===== src/rtl/dmem_pkg.sv =====
package dmem_pkg;
  localparam int DW   = 8;
  localparam int NPTR = 4;

  typedef enum logic [1:0] {
    ACC_DIR = 2'd0,
    ACC_B   = 2'd1,
    ACC_X   = 2'd2,
    ACC_SP  = 2'd3
  } acc_mode_e;

  typedef enum logic [1:0] {
    POST_NONE = 2'd0,
    POST_INC  = 2'd1,
    POST_DEC  = 2'd2,
    POST_RSV  = 2'd3
  } post_op_e;

  // slot = low two bits of the window address
  localparam logic [1:0] SLOT_X  = 2'd0;
  localparam logic [1:0] SLOT_SP = 2'd1;
  localparam logic [1:0] SLOT_B  = 2'd2;
  localparam logic [1:0] SLOT_S  = 2'd3;

  localparam logic [DW-3:0] WIN_TAG = '1;   // FCh..FFh
  localparam logic [DW-1:0] SP_RST  = 8'h6F;
endpackage


===== src/rtl/dmem_ptr_step.sv =====
module dmem_ptr_step
  import dmem_pkg::*;
(
  input  logic [DW-1:0] cur_i,
  input  post_op_e      op_i,
  output logic [DW-1:0] nxt_o
);
  always_comb begin
    case (op_i)
      POST_INC: nxt_o = cur_i + 1'b1;
      POST_DEC: nxt_o = cur_i - 1'b1;
      default:  nxt_o = cur_i;
    endcase
  end
endmodule


===== src/rtl/dmem_seg_map.sv =====
module dmem_seg_map
  import dmem_pkg::*;
#(
  parameter int AW = 10
) (
  input  logic [DW-1:0] log_i,
  input  logic [DW-1:0] seg_i,
  output logic [AW-1:0] phys_o
);
  localparam int OFS_W = DW - 1;

  logic [AW-1:0] seg_phys;
  assign seg_phys = AW'({seg_i, log_i[OFS_W-1:0]});
  assign phys_o   = log_i[DW-1] ? AW'(log_i) : seg_phys;
endmodule


===== src/rtl/dmem_ptr_bank.sv =====
module dmem_ptr_bank
  import dmem_pkg::*;
(
  input  logic                clk_i,
  input  logic                rst_ni,
  input  logic [NPTR-1:0]     wr_en_i,
  input  logic [DW-1:0]       wr_data_i,
  input  logic [NPTR-1:0]     mod_en_i,
  input  logic [DW-1:0]       mod_data_i,
  output logic [DW-1:0]       ptr_o [NPTR]
);
  for (genvar g = 0; g < NPTR; g++) begin : g_ptr
    localparam logic [DW-1:0] RST_VAL = (g == int'(SLOT_SP)) ? SP_RST : '0;
    always_ff @(posedge clk_i or negedge rst_ni) begin
      if (!rst_ni)          ptr_o[g] <= RST_VAL;
      else if (wr_en_i[g])  ptr_o[g] <= wr_data_i;   // write beats post-modify
      else if (mod_en_i[g]) ptr_o[g] <= mod_data_i;
    end
  end
endmodule


===== src/rtl/dmem_addr_unit.sv =====
module dmem_addr_unit
  import dmem_pkg::*;
#(
  parameter  int RAM_BYTES = 1024,
  localparam int AW        = $clog2(RAM_BYTES)
) (
  input  logic          clk_i,
  input  logic          rst_ni,
  input  logic          acc_valid_i,
  input  logic [1:0]    acc_mode_i,
  input  logic [7:0]    dir_addr_i,
  input  logic [1:0]    post_op_i,
  input  logic          we_i,
  input  logic [7:0]    wdata_i,
  output logic [AW-1:0] phys_addr_o,
  output logic          ptr_hit_o,
  output logic [7:0]    ptr_rdata_o
);
  acc_mode_e         mode;
  post_op_e          op;
  logic [DW-1:0]     ptr_q [NPTR];
  logic [DW-1:0]     log_addr;
  logic [1:0]        slot;
  logic [NPTR-1:0]   wr_en;
  logic [NPTR-1:0]   mod_en;
  logic [DW-1:0]     step_src;
  logic [DW-1:0]     step_val;
  logic              step_en;
  logic [DW-1:0]     x_q, sp_q, b_q, s_q;

  assign mode = acc_mode_e'(acc_mode_i);
  assign op   = post_op_e'(post_op_i);

  assign x_q  = ptr_q[SLOT_X];
  assign sp_q = ptr_q[SLOT_SP];
  assign b_q  = ptr_q[SLOT_B];
  assign s_q  = ptr_q[SLOT_S];

  always_comb begin
    case (mode)
      ACC_B:   log_addr = b_q;
      ACC_X:   log_addr = x_q;
      ACC_SP:  log_addr = sp_q;
      default: log_addr = dir_addr_i;
    endcase
  end

  assign slot      = log_addr[1:0];
  assign ptr_hit_o = acc_valid_i && (log_addr[DW-1:2] == WIN_TAG);
  assign ptr_rdata_o = ptr_hit_o ? ptr_q[slot] : '0;

  // one stepper shared by B and X: only one is addressed per access
  assign step_src = (mode == ACC_X) ? x_q : b_q;
  assign step_en  = acc_valid_i && ((mode == ACC_B) || (mode == ACC_X)) &&
                    ((op == POST_INC) || (op == POST_DEC));

  dmem_ptr_step u_step (
    .cur_i (step_src),
    .op_i  (op),
    .nxt_o (step_val)
  );

  for (genvar g = 0; g < NPTR; g++) begin : g_en
    assign wr_en[g]  = we_i && ptr_hit_o && (slot == 2'(g));
    assign mod_en[g] = step_en &&
                       (((g == int'(SLOT_B)) && (mode == ACC_B)) ||
                        ((g == int'(SLOT_X)) && (mode == ACC_X)));
  end

  dmem_ptr_bank u_bank (
    .clk_i      (clk_i),
    .rst_ni     (rst_ni),
    .wr_en_i    (wr_en),
    .wr_data_i  (wdata_i),
    .mod_en_i   (mod_en),
    .mod_data_i (step_val),
    .ptr_o      (ptr_q)
  );

  dmem_seg_map #(.AW(AW)) u_map (
    .log_i  (log_addr),
    .seg_i  (s_q),
    .phys_o (phys_addr_o)
  );
endmodule


===== config.mk =====
export PLATFORM = sky130hd
export DESIGN_NAME = dmem_addr_unit
export DESIGN_NICKNAME = d
export VERILOG_FILES = /design/src/rtl/dmem_pkg.sv /design/src/rtl/dmem_ptr_step.sv /design/src/rtl/dmem_seg_map.sv /design/src/rtl/dmem_ptr_bank.sv /design/src/rtl/dmem_addr_unit.sv
export SDC_FILE = /design/constraint.sdc
export NUM_CORES = 1
export LEC_CHECK = 0
export BUFFER_PORTS_ARGS = -buffer_cell sky130_fd_sc_hd__buf_2
export CORE_ASPECT_RATIO = 2
export CORE_MARGIN = 3
export CORE_UTILIZATION = 25
export CTS_CLUSTER_DIAMETER = 80
export CTS_CLUSTER_SIZE = 25
export DETAILED_ROUTE_END_ITERATION = 16
export GPL_TIMING_DRIVEN = 0
export HOLD_SLACK_MARGIN = 0.02
export PLACE_DENSITY_LB_ADDON = 0.1
export SLEW_MARGIN = 10
export SYNTH_ARGS = -nofsm -noshare
export SYNTH_HDL_FRONTEND = slang
export SYNTH_SLANG_ARGS = --single-unit

===== constraint.sdc =====
create_clock -name clk_i -period 2.8 [get_ports clk_i]
set_clock_uncertainty 0.15 [all_clocks]
set_input_delay 0.14 -clock clk_i [delete_from_list [all_inputs] [get_ports clk_i]]
set_output_delay 0.14 -clock clk_i [all_outputs]
set_load 0.02 [all_outputs]

Word level (Yosys, flattened, before mapping)
Cells that the tools add are included.

Add/sub/neg operators: 2. $lt $le $gt $ge: 1. Equal/unequal tests: 9. Muxes and demuxes: 12. Bitwise gates (word level): 1. Reductions and logical operators: 15.

Operators with widths (number): 8-bit 2-to-1 mux (8); 8-bit one-hot mux with 3 select lines (1); 8-bit binary-select mux with 2-bit select (1); 8-bit one-hot mux with 2 select lines (1); 2-bit == test (second input constant) (5); 1-bit logical AND (10); 10-bit 2-to-1 mux (1); 8-bit by 1-bit adder with 8-bit output (second input constant) (1); 8-bit by 1-bit subtractor with 8-bit output (second input constant) (1); 2-bit by 1-bit == test with 1-bit output (second input constant) (3); 6-bit == test (second input constant) (1); 2-bit nonzero test (2); 3-bit >= comparator (second input constant) (1); 2-bit inverter with 3-bit output (1); 2-bit zero test (1); 1-bit logical OR (2).

Bits in registers: 32. Input port bits: 24. Output and inout port bits: 19. Logic and storage cells: 44.

Longest topological paths before layout
Gate-level depths: netlist (run 1).

Word-level depth: 7. Mapped depth: 11. Depth with buffers taken out: 10.

Modules after synthesis
A second synthesis (run 1) with hierarchy kept.

Cells, all modules: 358. Area, all modules: 3116.7 um^2.

By module, submodules not included: dmem_ptr_bank (instances 1, cells an instance 136, area each 1498.9 um^2, sequential area each 808.3 um^2); dmem_addr_unit (instances 1, cells an instance 118, area each 854.6 um^2, sequential area each 0.0 um^2); dmem_ptr_step (instances 1, cells an instance 94, area each 686.9 um^2, sequential area each 0.0 um^2); dmem_seg_map (instances 1, cells an instance 10, area each 76.3 um^2, sequential area each 0.0 um^2).

Worst setup path before layout (run 1)
Ideal clock, no wire load.

Path kind: input to register. From: input acc_mode_i[0]. To: register u_bank.ptr_o[13] (netlist name). Library setup time: 0.125 ns. Data arrival time: 2.603 ns. Data required time: 2.525 ns. Setup slack: -0.078 ns. Cell stages on the path: 11. Buffers on the path: 1. Cell sequence: inv_1 -> ha_1 -> buf_2 -> mux2_2 -> ha_1 -> and4_1 -> a211o_1 -> a211oi_1 -> xor2_1 -> o21ai_0 -> mux2_2.

Cells in the longest elaborated chain, start to end: 7. Elaborated cells on any way between the ends: 20. Those cells by class: add/sub (2); eq/ne (5); mux (5); reduce/logical (8).

RTL lines: start: declaration (RTL line dmem_addr_unit.sv:10) `input logic [1:0] acc_mode_i,`; parallel branches: the longest is 7 deep, another holds 8-bit by 1-bit subtractor with 8-bit output; end signal: indexed assignment (RTL line dmem_ptr_bank.sv:16) `else if (wr_en_i[g]) ptr_o[g] <= wr_data_i;`; end signal: indexed assignment (RTL line dmem_ptr_bank.sv:17) `else if (mod_en_i[g]) ptr_o[g] <= mod_data_i;`; end: declaration (RTL line dmem_ptr_bank.sv:10) `output logic [DW-1:0] ptr_o [NPTR]`.

Parallel ways; which one is timed is not known. The select of a mux whose other input is x is not followed. A chain may end at the register's enable or synchronous reset.

Worst setup path in the final report (run 1)
Ends and elaborated chain as after synthesis.

==> run_results.csv, run 1 <==
group,metric,value,unit
status,status,"complete, no violations",
die,die_w,75.8,um
setup_path,worstPathRequired,2.82,ns
timing,slew_headroom,49.1,%
timing,fin_crit,2.69,ns
die,core,9450,sq um
grt,antenna_found_initial,0,
final_layout,nets,350,
final_layout,area_growth,34.3,%
setup_path,worst_ep_arrival_time,2.71,ns
timing,period_share,96.1,%
place,dpl.hpwl,6580,um
place,port_buffers,42,
synthesis,synthArstFlopShare,100,%
clock_network,cts_buffers,5,
clock_network,htree_num_levels,2,
timing,drv_slew,0,
setup_path,r2r-start,"u_bank.ptr_o[9]",
place,place.gp.congestion,0.774,
timing,max_freq,0.372,GHz
synthesis,syn_inst,249,
synthesis,synth_edf_count,0,
grt,grt_usage,15.8,%
grt,grt_start_max_net_pins,33,
clock_network,cts.root.buffer_cell,"clkbuf_16",
setup_path,critPathKind,"input port to register",
run,drv_cap,0,
routing,drc,0,
routing,wire_per_inst,19.1,um
synthesis,syn_nets,286,
setup_path,critPathCaptureType,"register",
worst_hold_path,worstHoldPathCells,5,
synthesis,syn_avg_cell_area,9.79,sq um
power_and_ir_drop,leakage,0.00152,uW
final_layout,largest_reg_flops,32,
setup_path,cp_max_fo,6,
synthesis,syn_area,2440,sq um
routing,routed_wl,8470,um
routing,num_vias,2200,
timing,layout_setup_ws,0.109,ns
worst_hold_path,min_to,"u_bank.ptr_o[31]",
power_and_ir_drop,peakVddDrop,0.000220,V
die,die_h,146,um
clock_network,clock-sinks,32,
die,dieArea,11000,sq um
clock_network,clockBufferDepth,2,
timing,hold_viol_final,0,
routing,viasPerCell,4.95,
final_layout,diodes,0,
synthesis,yosysWarnings,0,
routing,dr.pass1.iters,4,
place,pre_cts_ws,-0.483,ns
synthesis,synthFlopType,"dfrtp_1",
grt,grt_pass1_vias,2193,
final_layout,top_register,"u_bank.ptr_o",
routing,drt_iter0_drc,120,
timing,setup_violations,0,
timing,tns,0,ns
final_layout,multi_input_area,1630,sq um
final_layout,layout-drive-gt1-share,37.9,%
setup_path,worstSetupStartpointType,"input port",
grt,grt_pass1_wl,12700,um
worst_hold_path,hp-start,"acc_valid_i",
power_and_ir_drop,powerDensity,677,nW/um^2
setup_path,ff2ff_path_depth,8,
setup_path,r2r_end,"u_bank.ptr_o[13]",
die,initial_core_util,25.8,%
clock_network,clk-insertion-delay-late,0.28,ns
grt,grt-ovfl-total,0,
synthesis,seq_area_frac_synth,33.2,%
final_layout,n_fill_cell,991,
worst_hold_path,min_path_type,"input port to register",
clock_network,cts_tree,"yes",
setup_path,r2r_slack,0.12,ns
routing,ant_nets,0,
timing,worst_pin_slew,0.763,ns
final_layout,reg_top3,"u_bank.ptr_o: 32 flops",
synthesis,ys_seq_elements,32,
clock_network,clkTransAtPathRegs,0.06,ns
die,ioPinCount,43,
synthesis,synthDistinctLibCells,44,
die,row_count,50,
final_layout,seq_area,810,sq um
worst max-delay path, stage by stage:
cell and delay [ns]:
buf_2 0.13, inv_2 0.10, ha_4 0.20, buf_8 0.13, mux2_4 0.32, ha_1 0.30
and4_1 0.20, a211o_1 0.30, a211oi_2 0.27, xor2_1 0.23, o21ai_0 0.11, mux2_2 0.27
report_power, final:
| group | internal [uW] | switching, uW |
|---|---|---|
| clock network | 419 | 214 |
| registers | 560 | 144 |
| logic | 416 | 464 |
timing repair:
action | 4_1_cts | 5_1_grt
hold endpoints to repair | 50 | 0
resized for setup | 17 | 15
hold buffers | 9 | 0
pin swaps | 5 | 4
buffers inserted | 4 | 1
gates cloned | 0 | 1
endpoints found under the setup margin | 33 | 15
layout by cell type, fill, tap and decap left out, types with 3 or more instances in the layout:
cell and instances:
buf_2 43, dfrtp_1 25, mux2_2 23, mux2i_1 17
nand2_1 17, nor2_1 13, a21oi_1 13, a211oi_1 12
nor2b_1 11, o21ai_0 10, dlygate4sd3_1 9, inv_1 8
a222oi_1 7, buf_4 7, a211oi_2 7, ha_1 7
clkbuf_16 6, dfstp_2 6, nand4_1 4, mux2_1 4
clkbuf_1 4, xor2_1 4, clkbuf_2 3, o211ai_1 3
o21a_1 3, and4_1 3, ha_4 3
through the flow:
step           instance area [sq um]  total power, uW  util, %  std cells  hold WS (ns)
6_report                        3270             2220     34.6        444         0.193
5_1_grt                         3270             2360     34.6        444         0.228
4_1_cts                         3190             2200     33.7        442         0.194
3_5_place_dp                    2820             1510     29.9        421         0.106
3_3_place_gp                    2820             1510     29.9        421         0.106
2_1_floorplan                   2450             1230        -        249        -0.306
routing by layer:
| metal | vias up | global-route usage (%) | part of all wire [%] |
|---|---|---|---|
| li1 | 1068 | - | - |
| met1 | 1072 | 17.4 | 37 |
| met2 | 52 | 29.7 | 58 |
| met3 | 8 | 0.830 | 2.3 |
| met4 | 0 | 5.78 | 1.9 |
| met5 | - | 0 | 0 |
how the worst max path moves through the flow:
| stage | from | end | slack, ns | cells past startpoint |
|---|---|---|---|---|
| final | acc_mode_i[0] | u_bank.ptr_o[13] | 0.11 | 12 |
| after global routing | acc_mode_i[0] | u_bank.ptr_o[13] | -0.0001 | 12 |
| after floorplan | acc_mode_i[0] | u_bank.ptr_o[13] | 0.01 | 11 |
| after detailed placement | acc_mode_i[0] | u_bank.ptr_o[13] | -0.48 | 12 |
| after global placement | acc_mode_i[0] | u_bank.ptr_o[13] | -0.50 | 12 |
| after CTS | u_bank.ptr_o[21] | ptr_rdata_o[7] | 0.001 | 7 |
cell usage after synthesis (all sizes together), types with 2 or more instances:
cell type / instances / area share [%]
a21oi: 14 / 2.9
nor2b: 12 / 3.1
xnor2: 2 / 0.72
xor2: 4 / 1.4
or2: 2 / 0.51
mux2: 29 / 13
a222oi: 7 / 2.9
dfstp: 6 / 6.5
o211ai: 3 / 0.92
buf: 7 / 1.4
ha: 12 / 6.2
nor3: 2 / 0.87
a21o: 2 / 0.62
nand4: 4 / 1.0
o21a: 3 / 0.92
inv: 9 / 1.4
clkbuf: 6 / 0.92
mux2i: 17 / 7.0
and4: 3 / 1.1
a211oi: 19 / 5.9
nand2: 18 / 2.8
or4: 2 / 0.62
nor2: 13 / 2.0
dfrtp: 26 / 27
o21ai: 11 / 2.3
layout make-up:
type,instances,area share [%]
multi-input combinational,194,49.8
sequential,32,24.7
timing repair buffer,57,11.5
tap,130,4.97
clock buffer,6,3.94
buffer,13,2.71
inverter,10,1.19
clock inverter,2,1.07
kinds of logic after synthesis:
| kind of cell | after synthesis | synth area share [%] |
|---|---|---|
| AOI/OAI and AO/OA | 68 | 19.4 |
| xor gates and xnor gates | 6 | 2.16 |
| and+or+nand+nor | 61 | 14.1 |
| DFF | 32 | 33.2 |
| buffers and inverters | 23 | 3.90 |
| adders and majority gates | 13 | 6.98 |
| muxes | 46 | 20.4 |
(Power assumes the default switching activity.)
==> run 2, diff against run 1 <==
Settings changed: CORE_MARGIN 3 to 2.
==> run_results.csv, run 2 (synthesis gave the netlist of run 1 again) <==
group,metric,value,unit
routing,drt_iter0_drc,146,
grt,antenna_found_initial,0,
setup_path,r2r-start,"u_bank.ptr_o[9]",
setup_path,worst_ep_arrival_time,2.72,ns
power_and_ir_drop,peakVddDrop,0.000251,V
timing,drv_slew,0,
power_and_ir_drop,leakage,0.00148,uW
routing,num_vias,2214,
timing,worst_pin_slew,0.752,ns
setup_path,critPathCaptureType,"register",
routing,drc,0,
clock_network,htree_num_levels,2,
routing,wire_per_inst,18.3,um
routing,top_layer_used,"met4",
timing,period_share,96.7,%
grt,grt_usage,16.3,%
die,die_w,73.8,um
routing,routed_wl,8150,um
setup_path,r2r_slack,0.09,ns
setup_path,r2r_end,"u_bank.ptr_o[13]",
clock_network,clockBufferDepth,2,
clock_network,cts_buffers,5,
worst_hold_path,worstHoldPathCells,5,
grt,grt-ovfl-total,0,
timing,timing.hold.ws,0.171,ns
timing,fin_crit,2.71,ns
clock_network,clk-insertion-delay-late,0.28,ns
grt,grt_pass1_vias,2287,
die,initial_core_util,25.3,%
power_and_ir_drop,power,2130,uW
setup_path,ff2ff_path_depth,8,
grt,grt_start_max_net_pins,33,
die,dieArea,10600,sq um
worst_hold_path,min_to,"u_bank.ptr_o[31]",
final_layout,final_cell_mix,"buf_2 (45), mux2_2 (24), dfrtp_1 (23)",
final_layout,diodes,0,
timing,hold_viol_final,0,
timing,setup_violations,0,
timing,max_freq,0.369,GHz
place,port_buffers,42,
setup_path,worstSetupStartpointType,"register",
status,status,"complete, no violations",
place,dpl.hpwl,6500,um
timing,slew_headroom,49.8,%
final_layout,multi_input_area,1630,sq um
die,ioPinCount,43,
routing,viasPerCell,4.96,
clock_network,cts_tree,"yes",
final_layout,area_growth,32.9,%
die,die_h,144,um
final_layout,reg_top3,"u_bank.ptr_o: 32 flops",
final_layout,seq_area,812,sq um
routing,met2WireLength,4700,um
final_layout,n_fill_cell,1023,
final_layout,largest_reg_flops,32,
grt,grt_pass1_wl,12800,um
routing,dr.pass1.iters,6,
power_and_ir_drop,powerDensity,659,nW/um^2
place,place.gp.congestion,0.783,
clock_network,clock-sinks,32,
timing,rsz0062_at_grt,"yes",
die,core,9640,sq um
setup_path,cp_max_fo,4,
routing,wl_met3,223,um
die,row_count,51,
routing,ant_nets,0,
final_layout,layout.cells.most_common,"buf_2",
setup_path,worstPathRequired,2.82,ns
final_layout,top_register,"u_bank.ptr_o",
final_layout,nets,350,
routing,wl_met1,3070,um
clock_network,clkTransAtPathRegs,0.05,ns
final_layout,layout-drive-gt1-share,37.6,%
final_layout,utilization,33.6,%
worst_hold_path,hp-start,"acc_valid_i",
setup_path,critPathKind,"register to register",
clock_network,cts.root.buffer_cell,"clkbuf_16",
worst_hold_path,min_path_type,"input port to register",
run,drv_cap,0,
==> run 2: cell types whose count changed in the layout (fill, tap and decap cells not counted), sizes merged <==
| cell | delta |
|---|---|
| clkbuf | +1 |
| clkinvlp | +1 |
| clkinv | -2 |
| bufinv | -1 |
| buf | +1 |
==> run 2: final cells by class <==
type / instances / share of cell area (%)
inverter: 10 / 1.27
multi-input combinational: 194 / 50.3
clock buffer: 8 / 4.52
buffer: 12 / 2.51
timing repair buffer: 58 / 11.3
tap: 132 / 5.10
sequential: 32 / 25.1
==> run 2: critical path, cell delays in order (launching register included) <==
cell and delay (ns):
dfrtp_2 0.43, mux2_4 0.31, ha_1 0.29, and4_1 0.21, a211o_1 0.31, a211oi_2 0.27
xor2_1 0.25, o21ai_1 0.11, mux2_2 0.27
==> run 2: worst max-delay path by stage <==
stage                                 from                to  slack (ns)  depth (start not counted)
after global routing         acc_mode_i[0]    ptr_rdata_o[5]       -0.05                         12
after global placement       acc_mode_i[0]  u_bank.ptr_o[13]       -0.48                         12
final                      u_bank.ptr_o[9]  u_bank.ptr_o[13]        0.09                          8
after detailed placement     acc_mode_i[0]  u_bank.ptr_o[13]       -0.50                         12
after CTS                 u_bank.ptr_o[24]    ptr_rdata_o[7]        0.03                          6
after floorplan              acc_mode_i[0]  u_bank.ptr_o[13]        0.01                         11
==> run 2: timing repair <==
action	4_1_cts	5_1_grt
hold buffers	9	0
hold endpoints to repair	49	0
gates resized for setup	15	18
pin swaps	4	9
setup endpoints to repair	32	30
buffers inserted	3	4
==> run 2: per-stage QoR <==
stage | area [sq um] | setup slack, ns | std cells | TNS, ns
floorplan | 2450 | 0.0132 | 249 | 0
global placement | 2820 | -0.475 | 423 | -13.42
detailed placement | 2820 | -0.504 | 423 | -13.35
CTS | 3160 | 0.0292 | 442 | 0
global route | 3240 | -0.0469 | 446 | -0.0625
finish | 3240 | 0.0930 | 446 | 0
==> run 2: power by group <==
part | leakage, uW | internal [uW] | switching, uW | total, uW
clock | 0.0000712 | 355 | 207 | 562
combinational | 0.00101 | 411 | 463 | 874
sequential | 0.000402 | 563 | 136 | 699
total | 0.00148 | 1330 | 806 | 2130
==> run 2: per-layer routing <==
layer  up-vias  GRT usage (%)
met5         -              0
met4         0           6.12
met3         9           1.40
met2        49           31.8
met1      1091           17.3
li1       1065              -
